<file path="src/rtl/gpio_bank_pkg.sv">
package gpio_bank_pkg;
    localparam int PORT_W     = 32;
    localparam int HALF_W     = 16;
    localparam int PORT_SPAN  = 32;   // bytes per port window
    localparam int SYNC_DEPTH = 2;

    typedef enum logic [1:0] {
        SEL_DIR  = 2'd0,
        SEL_DATA = 2'd1,
        SEL_OD   = 2'd2,
        SEL_NONE = 2'd3
    } reg_sel_e;

    // halfword index inside a port window -> register
    function automatic reg_sel_e decode_hw(input logic [3:0] hw);
        unique case (hw)
            4'd0, 4'd1: return SEL_DIR;
            4'd2, 4'd3: return SEL_DATA;
            4'd6, 4'd7: return SEL_OD;
            default:    return SEL_NONE;
        endcase
    endfunction

    // implemented open-drain bits; vector bit 31 is register bit 0
    function automatic logic [PORT_W-1:0] od_impl_mask(input int idx);
        logic [PORT_W-1:0] m;
        m = {PORT_W{1'b1}};
        m[3:0] = 4'h0;
        if ((idx % 2) != 0) m[PORT_W-1 -: 4] = 4'h0;
        return m;
    endfunction

    function automatic logic [HALF_W-1:0] be_mask(input logic [1:0] be);
        return {{8{be[1]}}, {8{be[0]}}};
    endfunction
endpackage

</file>
<file path="src/rtl/gpio_sync.sv">
module gpio_sync
    import gpio_bank_pkg::*;
#(
    parameter int WIDTH = 32
) (
    input  logic             clk,
    input  logic             rst_n,
    input  logic [WIDTH-1:0] din,
    output logic [WIDTH-1:0] dout
);
    logic [WIDTH-1:0] stage_q [SYNC_DEPTH];

    generate
        for (genvar s = 0; s < SYNC_DEPTH; s++) begin : g_stage
            always_ff @(posedge clk or negedge rst_n) begin
                if (!rst_n) stage_q[s] <= '0;
                else if (s == 0) stage_q[s] <= din;
                else stage_q[s] <= stage_q[(s == 0) ? 0 : s-1];
            end
        end
    endgenerate

    assign dout = stage_q[SYNC_DEPTH-1];

    // cycles since reset, saturating, to guard the lag check
    logic [1:0] age_q;
    always_ff @(posedge clk or negedge rst_n) begin
        if (!rst_n) age_q <= '0;
        else if (age_q != 2'd3) age_q <= age_q + 2'd1;
    end

    a_r7_sync_lag: assert property (@(posedge clk) disable iff (!rst_n)
        (age_q >= 2'd2) |-> (dout == $past(din, 2)))
        else $error("R7 readback lag broken");
endmodule

</file>
<file path="src/rtl/gpio_port.sv">
module gpio_port
    import gpio_bank_pkg::*;
#(
    parameter int PORT_IDX = 0
) (
    input  logic              clk,
    input  logic              rst_n,
    input  logic              wr_en,
    input  reg_sel_e          reg_sel,
    input  logic              half_lo,
    input  logic [1:0]        be,
    input  logic [HALF_W-1:0] wdata,
    input  logic [PORT_W-1:0] pin_sync,
    output logic [HALF_W-1:0] rd_half,
    output logic [PORT_W-1:0] pin_out,
    output logic [PORT_W-1:0] pin_oe
);
    localparam logic [PORT_W-1:0] OD_MASK = od_impl_mask(PORT_IDX);

    logic [PORT_W-1:0] dir_q, od_q, latch_q;
    logic [PORT_W-1:0] wmask, wvec;

    always_comb begin
        wmask = '0;
        wvec  = '0;
        if (half_lo) begin
            wmask[HALF_W-1:0] = be_mask(be);
            wvec[HALF_W-1:0]  = wdata;
        end else begin
            wmask[PORT_W-1:HALF_W] = be_mask(be);
            wvec[PORT_W-1:HALF_W]  = wdata;
        end
    end

    always_ff @(posedge clk or negedge rst_n) begin
        if (!rst_n) begin
            dir_q <= '0;
            od_q  <= '0;
        end else if (wr_en) begin
            if (reg_sel == SEL_DIR) dir_q <= (dir_q & ~wmask) | (wvec & wmask);
            if (reg_sel == SEL_OD)  od_q  <= ((od_q & ~wmask) | (wvec & wmask)) & OD_MASK;
        end
    end

    // output latch carries no reset
    always_ff @(posedge clk) begin
        if (wr_en && reg_sel == SEL_DATA)
            latch_q <= (latch_q & ~wmask) | (wvec & wmask);
    end

    assign pin_out = latch_q & ~od_q;
    assign pin_oe  = dir_q & ~(od_q & latch_q);

    logic [PORT_W-1:0] rd_word;
    always_comb begin
        unique case (reg_sel)
            SEL_DIR:  rd_word = dir_q;
            SEL_DATA: rd_word = pin_sync;
            SEL_OD:   rd_word = od_q;
            default:  rd_word = '0;
        endcase
        rd_half = half_lo ? rd_word[HALF_W-1:0] : rd_word[PORT_W-1:HALF_W];
    end

    a_r6_dir_clear_releases: assert property (@(posedge clk) disable iff (!rst_n)
        (wr_en && reg_sel == SEL_DIR && !half_lo && be == 2'b11 && wdata == '0)
            |=> (pin_oe[PORT_W-1:HALF_W] == '0))
        else $error("R6 cleared direction still drives");

    a_r5_od_never_high: assert property (@(posedge clk) disable iff (!rst_n)
        (pin_oe & pin_out & od_q) == '0)
        else $error("R5 open-drain pin driven high");
endmodule

</file>
<file path="src/rtl/gpio_bank.sv">
module gpio_bank
    import gpio_bank_pkg::*;
#(
    parameter int NUM_PORTS = 4,
    parameter int ADDR_W    = 8
) (
    input  logic                        clk,
    input  logic                        rst_n,
    input  logic [ADDR_W-1:0]           bus_addr,
    input  logic                        bus_wr,
    input  logic                        bus_rd,
    input  logic [1:0]                  bus_be,
    input  logic [HALF_W-1:0]           bus_wdata,
    output logic [HALF_W-1:0]           bus_rdata,
    input  logic [NUM_PORTS*PORT_W-1:0] pin_in,
    output logic [NUM_PORTS*PORT_W-1:0] pin_out,
    output logic [NUM_PORTS*PORT_W-1:0] pin_oe
);
    localparam int OFF_W  = $clog2(PORT_SPAN);
    localparam int PIDX_W = (NUM_PORTS > 1) ? $clog2(NUM_PORTS) : 1;
    localparam int PSEL_W = ADDR_W - OFF_W;

    logic [PSEL_W-1:0] port_full;
    logic [PIDX_W-1:0] port_sel;
    logic              in_range, mapped, half_lo;
    reg_sel_e          reg_sel;

    assign port_full = bus_addr[ADDR_W-1:OFF_W];
    assign port_sel  = port_full[PIDX_W-1:0];
    assign in_range  = (int'(port_full) < NUM_PORTS);
    assign reg_sel   = decode_hw(bus_addr[OFF_W-1:1]);
    assign half_lo   = bus_addr[1];
    assign mapped    = in_range && !bus_addr[0] && (reg_sel != SEL_NONE);

    logic [HALF_W-1:0] port_rd [NUM_PORTS];
    logic [NUM_PORTS*PORT_W-1:0] pin_sync;

    gpio_sync #(.WIDTH(NUM_PORTS*PORT_W)) sync_i (
        .clk(clk), .rst_n(rst_n), .din(pin_in), .dout(pin_sync)
    );

    generate
        for (genvar p = 0; p < NUM_PORTS; p++) begin : g_port
            gpio_port #(.PORT_IDX(p)) port_i (
                .clk     (clk),
                .rst_n   (rst_n),
                .wr_en   (bus_wr && mapped && (int'(port_sel) == p)),
                .reg_sel (reg_sel),
                .half_lo (half_lo),
                .be      (bus_be),
                .wdata   (bus_wdata),
                .pin_sync(pin_sync[p*PORT_W +: PORT_W]),
                .rd_half (port_rd[p]),
                .pin_out (pin_out[p*PORT_W +: PORT_W]),
                .pin_oe  (pin_oe[p*PORT_W +: PORT_W])
            );
        end
    endgenerate

    assign bus_rdata = (bus_rd && mapped) ? port_rd[port_sel] : '0;

    a_r1_reset_released: assert property (@(posedge clk) disable iff (!rst_n)
        $rose(rst_n) |-> (pin_oe == '0))
        else $error("R1 pins driven after reset");

    a_r10_unmapped_zero: assert property (@(posedge clk) disable iff (!rst_n)
        !(bus_rd && !bus_addr[0] && int'(port_full) < NUM_PORTS
          && bus_addr[4:1] inside {4'd0,4'd1,4'd2,4'd3,4'd6,4'd7}) |-> (bus_rdata == '0))
        else $error("R10 unmapped read not zero");

    a_r9_od_tail_zero: assert property (@(posedge clk) disable iff (!rst_n)
        (bus_rd && mapped && reg_sel == SEL_OD && half_lo) |-> (bus_rdata[3:0] == 4'h0))
        else $error("R9 open-drain tail bits set");

    a_r8_od_head_bd: assert property (@(posedge clk) disable iff (!rst_n)
        (bus_rd && mapped && reg_sel == SEL_OD && !half_lo && port_sel[0])
            |-> (bus_rdata[HALF_W-1 -: 4] == 4'h0))
        else $error("R8 open-drain head bits set on B/D");
endmodule

</file>
<file path="config.mk">
export PLATFORM = sky130hd
export DESIGN_NAME = gpio_bank
export DESIGN_NICKNAME = d
export VERILOG_FILES = /design/src/rtl/gpio_bank_pkg.sv /design/src/rtl/gpio_sync.sv /design/src/rtl/gpio_port.sv /design/src/rtl/gpio_bank.sv
export SDC_FILE = /design/constraint.sdc
export NUM_CORES = 1
export LEC_CHECK = 0
export ABC_AREA = 1
export BUFFER_PORTS_ARGS = -buffer_cell sky130_fd_sc_hd__buf_4
export CORE_MARGIN = 2
export CORE_UTILIZATION = 28
export DETAILED_ROUTE_END_ITERATION = 10
export HOLD_SLACK_MARGIN = 0.03
export PLACE_DENSITY_LB_ADDON = 0.25
export SLEW_MARGIN = 25
export SYNTH_ARGS = -nofsm -noshare
export SYNTH_HDL_FRONTEND = slang
export SYNTH_HIERARCHICAL = 1
export SYNTH_SLANG_ARGS = --single-unit
</file>
<file path="constraint.sdc">
create_clock -name clk -period 3.2 [get_ports clk]
set_input_delay 0.64 -clock clk [delete_from_list [all_inputs] [get_ports clk]]
set_output_delay 0.64 -clock clk [all_outputs]
set_load 0.005 [all_outputs]
</file>
==> results of run 1 <==
## cell type report
| type | instances | area, µm² |
|---|---|---|
| clock buffers | 98 | 2140 |
| well taps | 1276 | 1600 |
| clock inverters | 37 | 353 |
| fillers | 9887 | 61500 |
| flip-flops and latches | 616 | 16100 |
| repair buffers | 597 | 5100 |
| multi-input cells | 1835 | 8610 |
| inverters | 369 | 1400 |
## stage by stage
stage               worst slack, ns  TNS (ns)
floorplan                     0.269         0
global placement             -0.516     -5.45
detailed placement           -0.507     -5.31
CTS                         -0.0990    -0.851
global route                 -0.209     -2.44
finish                      -0.0708    -0.694
## cells in the final DEF (no fill, tap or decap), types with 2 or more instances in the layout
cell / synthesis / final
nand2_2: 4 / 49
nand2_4: 2 / 18
buf_12: 0 / 31
clkinv_1: 0 / 2
a21oi_1: 105 / 104
buf_4: 188 / 536
clkinv_4: 0 / 5
inv_2: 20 / 21
buf_6: 15 / 17
nor2_2: 11 / 17
inv_4: 0 / 2
dfrtp_1: 488 / 488
buf_8: 0 / 7
nor2_4: 26 / 37
nand3_1: 361 / 322
clkbuf_16: 0 / 79
buf_16: 0 / 3
inv_6: 0 / 5
clkbuf_1: 32 / 10
nor2_1: 222 / 205
nand3_2: 4 / 31
bufinv_16: 0 / 5
clkinv_2: 2 / 16
o21ai_0: 113 / 112
o21ai_1: 16 / 16
nand2_1: 966 / 905
bufbuf_16: 0 / 2
edfxtp_1: 128 / 128
clkinvlp_4: 0 / 6
nand3_4: 0 / 12
nor2_8: 3 / 3
inv_1: 347 / 344
clkbuf_8: 0 / 9
## kinds of logic after synthesis
group,after synthesis,share of synthesized area
flip-flops,616,0.587
AO/OA/AOI/OAI,234,0.0428
AND/OR/NAND/NOR,1601,0.248
buffers and inverters,657,0.122
## metal layers
metal  global-route usage  routed length [µm]  share of wire  up-vias
met2                0.333               48700           0.47      774
met1                0.276               44800           0.43    10700
met5                    0                  37        0.00035        -
met3               0.0526                7930          0.076      149
li1                     -                   -              -    10300
met4               0.0623                2860          0.027        6
## worst register-to-register path: stages, from the launching register on
cell	delay, ns
dfrtp_1	0.40
inv_1	0.12
o21ai_0	0.11
## power breakdown
| group | switching [mW] | internal (mW) |
|---|---|---|
| clock | 3.48 | 5.13 |
| sequential | 0.135 | 8.23 |
| combinational | 0.973 | 0.580 |
| total | 4.59 | 13.9 |
## worst paths after layout
path                       cells past startpoint             endpoint                start  slack (ns)
setup / recovery                              17        bus_rdata[11]          bus_addr[3]       -0.07
hold / removal                                 1  sync_i/stage_q[222]           pin_in[94]         0.1
setup reg to reg                               2                 flop                 flop        2.44
hold reg to reg                                0     sync_i/dout[105]  sync_i/stage_q[233]        0.34
max in group asynchronous                      3      sync_i/dout[85]                rst_n        1.69
min in group asynchronous                      2  sync_i/stage_q[190]                rst_n        0.63
## timing repair
action	4_1_cts	5_1_grt
endpoints found under the setup margin	16	16
gates cloned	5	0
hold buffers	1	0
buffers inserted	18	6
pin swaps	40	38
endpoints found under the hold margin	16	0
gates resized for setup	142	57
==> results.md, run 1 <==
- Status: finished with violations
- Failing checks: negative setup slack
- Synth cell types: 24
- Dominant cell type by area after synthesis: dfrtp_1
- Post-synth top cells: 966 x nand2_1, 488 x dfrtp_1, 361 x nand3_1
- Leak: around 18 nW
- PortBufs: 429
- Number of setup violations in the final report: 13
- Crit-path max FO: 6
- Non-Filler Instances: just under 5000
- Final Cell Area: between 30000 and 40000 µm²
- Clock Latency Late Sink: roughly 0.64 ns
- Max VDD drop: around 0.00033 V
- Final wirelength: 104000 µm
- DRC: 0
- Async set-reset flop share out of synthesis: 0.792
- RSZ-0062 raised after global routing: true
- Inserted Diodes: 0
- First-pass iteration count of the detailed router: 8
- CP arrival: ~2.6 ns
- Type of the most critical hold path: primary input to flop
- Crit share post-route: 1.02
- TritonCTS buffer count: 74
- Share of the synthesized area in the top cell type: 0.446
- Worst Path Buf+Inv: 8
- Vias: about 22000
- Core box area: 96700 µm²
- Io pins: between 400 and 500
- Clock Skew: ~0.011 ns
- Syn Nets: around 3300
- CP max-delay cell: o21ai_4
- WP data required: between 2 and 3 ns
- CTS tree: built
- Max incr delay on CP: ~0.25 ns
- CP Capture Type: primary output
- PwrDens: 526 nW/µm²
- Dominant delay contributor by cell family on the critical path: buffers and inverters
- Setup WS post-layout: -0.0708 ns
- Largest net degree at the start of global routing: between 70 and 80
- Hold Vio Cnt, Final: 0
- Placed cell areas: about 32000 µm²
- Type of origin of the critical path: primary input
- F_max: between 0.3 and 0.4 GHz
- Fin nets: around 3700
- Clk slew on worst S/H paths: about 0.060 ns
- Worst path cell trace: buf_8 -> o21ai_4 -> buf_12 -> buf_12 -> clkinvlp_4 -> buf_12 -> buf_16 -> buf_8 -> nand3_2 -> nand3_2 -> nand2_1 -> nand2_1 -> nand2_2 -> nand2_2 -> nor2_2 -> nor2_1 -> buf_4
- Routed WL per cell: roughly 22 µm
- Fin. max-slew vios: 0
- Final ANT Viol Nets: 0
- Layout cells sized above 1: 0.258
- Clock root cell: clkbuf_16
- Yosys reg bits: ~600
- Die width: ~320 µm
- RePlAce Congestion: 0.904
- Syn Area/Cell: roughly 8.8 µm²
- Critical path class: primary input to primary output
- Hpwl dp: around 75000 µm
- Slew headroom: 0.492
- Synth-to-Final Area Change: 28.8%
- Post-layout util: 0.364
- Rows: roughly 110
- Slew @ Worst Pin: 0.762 ns
- Vias per Instance: roughly 4.6
- Mapped Area: between 20000 and 30000 µm²
- Drt initial violations: roughly 1800
- Gr ovfl total: 0
- Hold_ws: ~0.10 ns
- GRT Total Usage: 0.208
- Prevailing post-synth register cell: dfrtp_1
- Sequential area share after synthesis: 0.587
- Post-synth EDFFs: between 100 and 150
- Top-count cell post-synth: nand2_1
- Number of global-route vias before repair: about 22000
- Maximum clock path buffer count: 3
- MaxCap Viol Count: 0
- Syn. warnings: 6
- H-tree depth: 3
- Clk sinks: roughly 620
- Tmin final: between 3 and 4 ns
- Post-Syn Instances: 3108
- Initial antenna violation count: 4
- Die area: around 100000 µm²
- Placed Cells incl. Taps: ~4700
- Largest cells by area after synthesis: dfrtp_1 45%, edfxtp_1 14%, nand2_1 13%, nand3_1 6.6%, buf_4 5.2%
- First-pass GRT wire length: between 100000 and 150000 µm
- Die Y: ~320 µm
- Tot Pwr: 18.5 mW
- Initial Util: 0.283
- Most frequent cell on the critical path: buf_12
Note: power is estimated with default switching activity, not from simulation.
==> run 2, diff against run 1 <==
--- a/config.mk
+++ b/config.mk
@@ -12,6 +12,7 @@
 export DETAILED_ROUTE_END_ITERATION = 10
 export HOLD_SLACK_MARGIN = 0.03
 export PLACE_DENSITY_LB_ADDON = 0.25
+export RECOVER_POWER = 100
 export SLEW_MARGIN = 25
 export SYNTH_ARGS = -nofsm -noshare
 export SYNTH_HDL_FRONTEND = slang
==> results.md, run 2 (same netlist as run 1, synthesis figures left out) <==
- Clock Latency Late Sink: 0.65 ns (was 0.64 ns)
- Placed Cells incl. Taps: 4665 (unchanged)
- Crit-path max FO: 22 (was 6)
- Setup WS post-layout: -0.0811 ns (was -0.0708 ns)
- Dominant delay contributor by cell family on the critical path: buffers and inverters (unchanged)
- Die width: 317 µm (unchanged)
- Vias per Instance: 4.57 (was 4.55)
- Hold Path Depth: 1 (unchanged)
- PwrDens: 526 nW/µm² (about the same)
- H-tree depth: 3 (unchanged)
- Core box area: 96700 µm² (unchanged)
- Grt met3 use: 0.0526 (unchanged)
- Final wirelength: 104000 µm (about the same)
- Clock root cell: clkbuf_16 (unchanged)
- Type of the most critical hold path: primary input to flop (unchanged)
- CP Capture Type: primary output (unchanged)
- First-pass iteration count of the detailed router: 5 (was 8)
- MaxCap Viol Count: 4 (was 0)
- Tot Pwr: 18.5 mW (about the same)
- GRT Total Usage: 0.208 (unchanged)
- Worst Path Buf+Inv: 7 (was 8)
- Layout cells sized above 1: 0.255 (was 0.258)
- GRT met2 Usage: 0.333 (unchanged)
- WP data required: 2.56 ns (about the same)
- Status: finished with violations (unchanged)
- Drt initial violations: 1810 (was 1845)
- F_max: 0.305 GHz (was 0.306 GHz)
- Io pins: 430 (unchanged)
- Die Y: 317 µm (unchanged)
- Max VDD drop: 0.000330 V (was 0.000331 V)
- Type of origin of the critical path: primary input (unchanged)
- Critical path class: primary input to primary output (unchanged)
- Final ANT Viol Nets: 0 (unchanged)
- Met1 usage: 0.276 (unchanged)
- Hpwl dp: 75000 µm (unchanged)
- Hold Path Sink: sync_i/stage_q[222] (unchanged)
- Fin. max-slew vios: 92 (was 0)
- Vias: 22100 (was 22000)
- Non-Filler Instances: 4828 (unchanged)
- Place WS: -0.507 ns (unchanged)
- Gr ovfl total: 0 (unchanged)
- Crit share post-route: 1.03 (was 1.02)
- Slew headroom: -0.409 (was 0.492)
- Synth-to-Final Area Change: 28.7% (was 28.8%)
- Routed WL per cell: 21.6 µm (about the same)
- Flop-to-flop setup slack: 2.45 ns (was 2.44 ns)
- Top Usage Layer GRT: met2 (unchanged)
- Largest net degree at the start of global routing: 74 (unchanged)
- Hold Vio Cnt, Final: 0 (unchanged)
- Tmin final: 3.28 ns (was 3.27 ns)
- Number of setup violations in the final report: 13 (unchanged)
- Leak: 17.5 nW (was 17.6 nW)
- Commonest non-fill, non-tap cell in the layout: nand2_1 (unchanged)
- TritonCTS buffer count: 74 (unchanged)
- PortBufs: 429 (unchanged)
- Slew @ Worst Pin: 2.11 ns (was 0.762 ns)
- Cells on worst reg2reg path: 2 (unchanged)
- Fin nets: 3651 (unchanged)
- Hold path startpoint: pin_in[94] (unchanged)
- Initial Util: 0.283 (unchanged)
- Clk sinks: 616 (unchanged)
- Max incr delay on CP: 0.20 ns (was 0.25 ns)
- Commonest cells after routing, fill and taps aside: 905 x nand2_1, 488 x dfrtp_1, 404 x buf_4 (was 905 x nand2_1, 536 x buf_4, 488 x dfrtp_1)
- CP max-delay cell: nor2_4 (was o21ai_4)
- CP arrival: 2.64 ns (was 2.63 ns)
- Die area: 100000 µm² (unchanged)
- CTS tree: built (unchanged)
- Failing checks: max-capacitance violations, max-slew violations, negative setup slack (was negative setup slack)
- DRC: 0 (unchanged)
- Clk slew on worst S/H paths: 0.06 ns (about the same)
- RePlAce Congestion: 0.904 (unchanged)
- Rows: 114 (unchanged)
- Inserted Diodes: 0 (unchanged)
- RSZ-0062 raised after global routing: true (unchanged)
- Number of global-route vias before repair: 22000 (unchanged)
- Maximum clock path buffer count: 3 (unchanged)
- First-pass GRT wire length: 149000 µm (unchanged)
- Clock Skew: 0.0116 ns (was 0.0113 ns)
- Most frequent cell on the critical path: buf_12 (unchanged)
- Initial antenna violation count: 4 (unchanged)
- Worst path cell trace: buf_8 -> inv_6 -> a21oi_4 -> o21ai_4 -> buf_12 -> buf_12 -> buf_4 -> buf_12 -> nand3_2 -> nand3_1 -> nand2_1 -> nand2_1 -> nand2_2 -> nand2_4 -> nor2_4 -> nor2_2 -> buf_4 (was buf_8 -> o21ai_4 -> buf_12 -> buf_12 -> clkinvlp_4 -> buf_12 -> buf_16 -> buf_8 -> nand3_2 -> nand3_2 -> nand2_1 -> nand2_1 -> nand2_2 -> nand2_2 -> nor2_2 -> nor2_1 -> buf_4)
[run 2: cell count changes in the layout (fill, tap and decap cells not counted)]
cell / change
clkbuf_1: +11
buf_4: -132
clkbuf_4: +121
[run 2: area by class of cell]
type | instances | area (µm²)
fill | 9901 | 61500
sequential | 616 | 16100
multi-input combinational | 1835 | 8610
timing repair buffer | 597 | 5060
clock buffer | 98 | 2140
tap | 1276 | 1600
inverter | 369 | 1400
clock inverter | 37 | 353
[run 2: how the worst max path moves through the flow]
stage,endpoint,startpoint,slack (ns),depth (start not counted)
4_1_cts,bus_rdata[8],bus_addr[2],-0.1,18
5_1_grt,bus_rdata[2],bus_addr[3],-0.21,17
3_3_place_gp,bus_rdata[3],bus_addr[2],-0.52,17
3_5_place_dp,bus_rdata[15],bus_addr[2],-0.51,17
2_1_floorplan,bus_rdata[9],bus_addr[2],0.27,12
6_report,bus_rdata[3],bus_addr[2],-0.08,17
[run 2: per-stage QoR]
| stage | hold WS [ns] | setup TNS [ns] | utilization | instance area [µm²] |
|---|---|---|---|---|
| 2_1_floorplan | 0.331 | 0 | - | 27400 |
| 3_3_place_gp | 0.333 | -5.45 | 0.327 | 31600 |
| 3_5_place_dp | 0.335 | -5.31 | 0.327 | 31600 |
| 4_1_cts | 0.0446 | -0.851 | 0.361 | 34900 |
| 5_1_grt | 0.0827 | -2.44 | 0.364 | 35200 |
| 6_report | 0.118 | -0.711 | 0.364 | 35200 |
[run 2: routing by layer]
metal	vias to the layer above	wire, µm	share of wire
met5	-	39	0.00037
met4	6	2960	0.028
met3	157	7960	0.076
met2	784	48600	0.47
met1	10800	44800	0.43
li1	10300	-	-
[run 2: power by group]
group          switching [mW]  internal (mW)
clock                    3.48           5.13
sequential              0.135           8.23
combinational           0.974          0.569
total                    4.59           13.9
[run 2: timing repair]
item | in CTS | in global routing
gates resized for setup | 142 | 57
buffers inserted | 18 | 6
pin swaps | 40 | 38
hold buffers | 1 | 0
endpoints found under the hold margin | 16 | 0
endpoints found under the setup margin | 16 | 16
gates cloned | 5 | 0
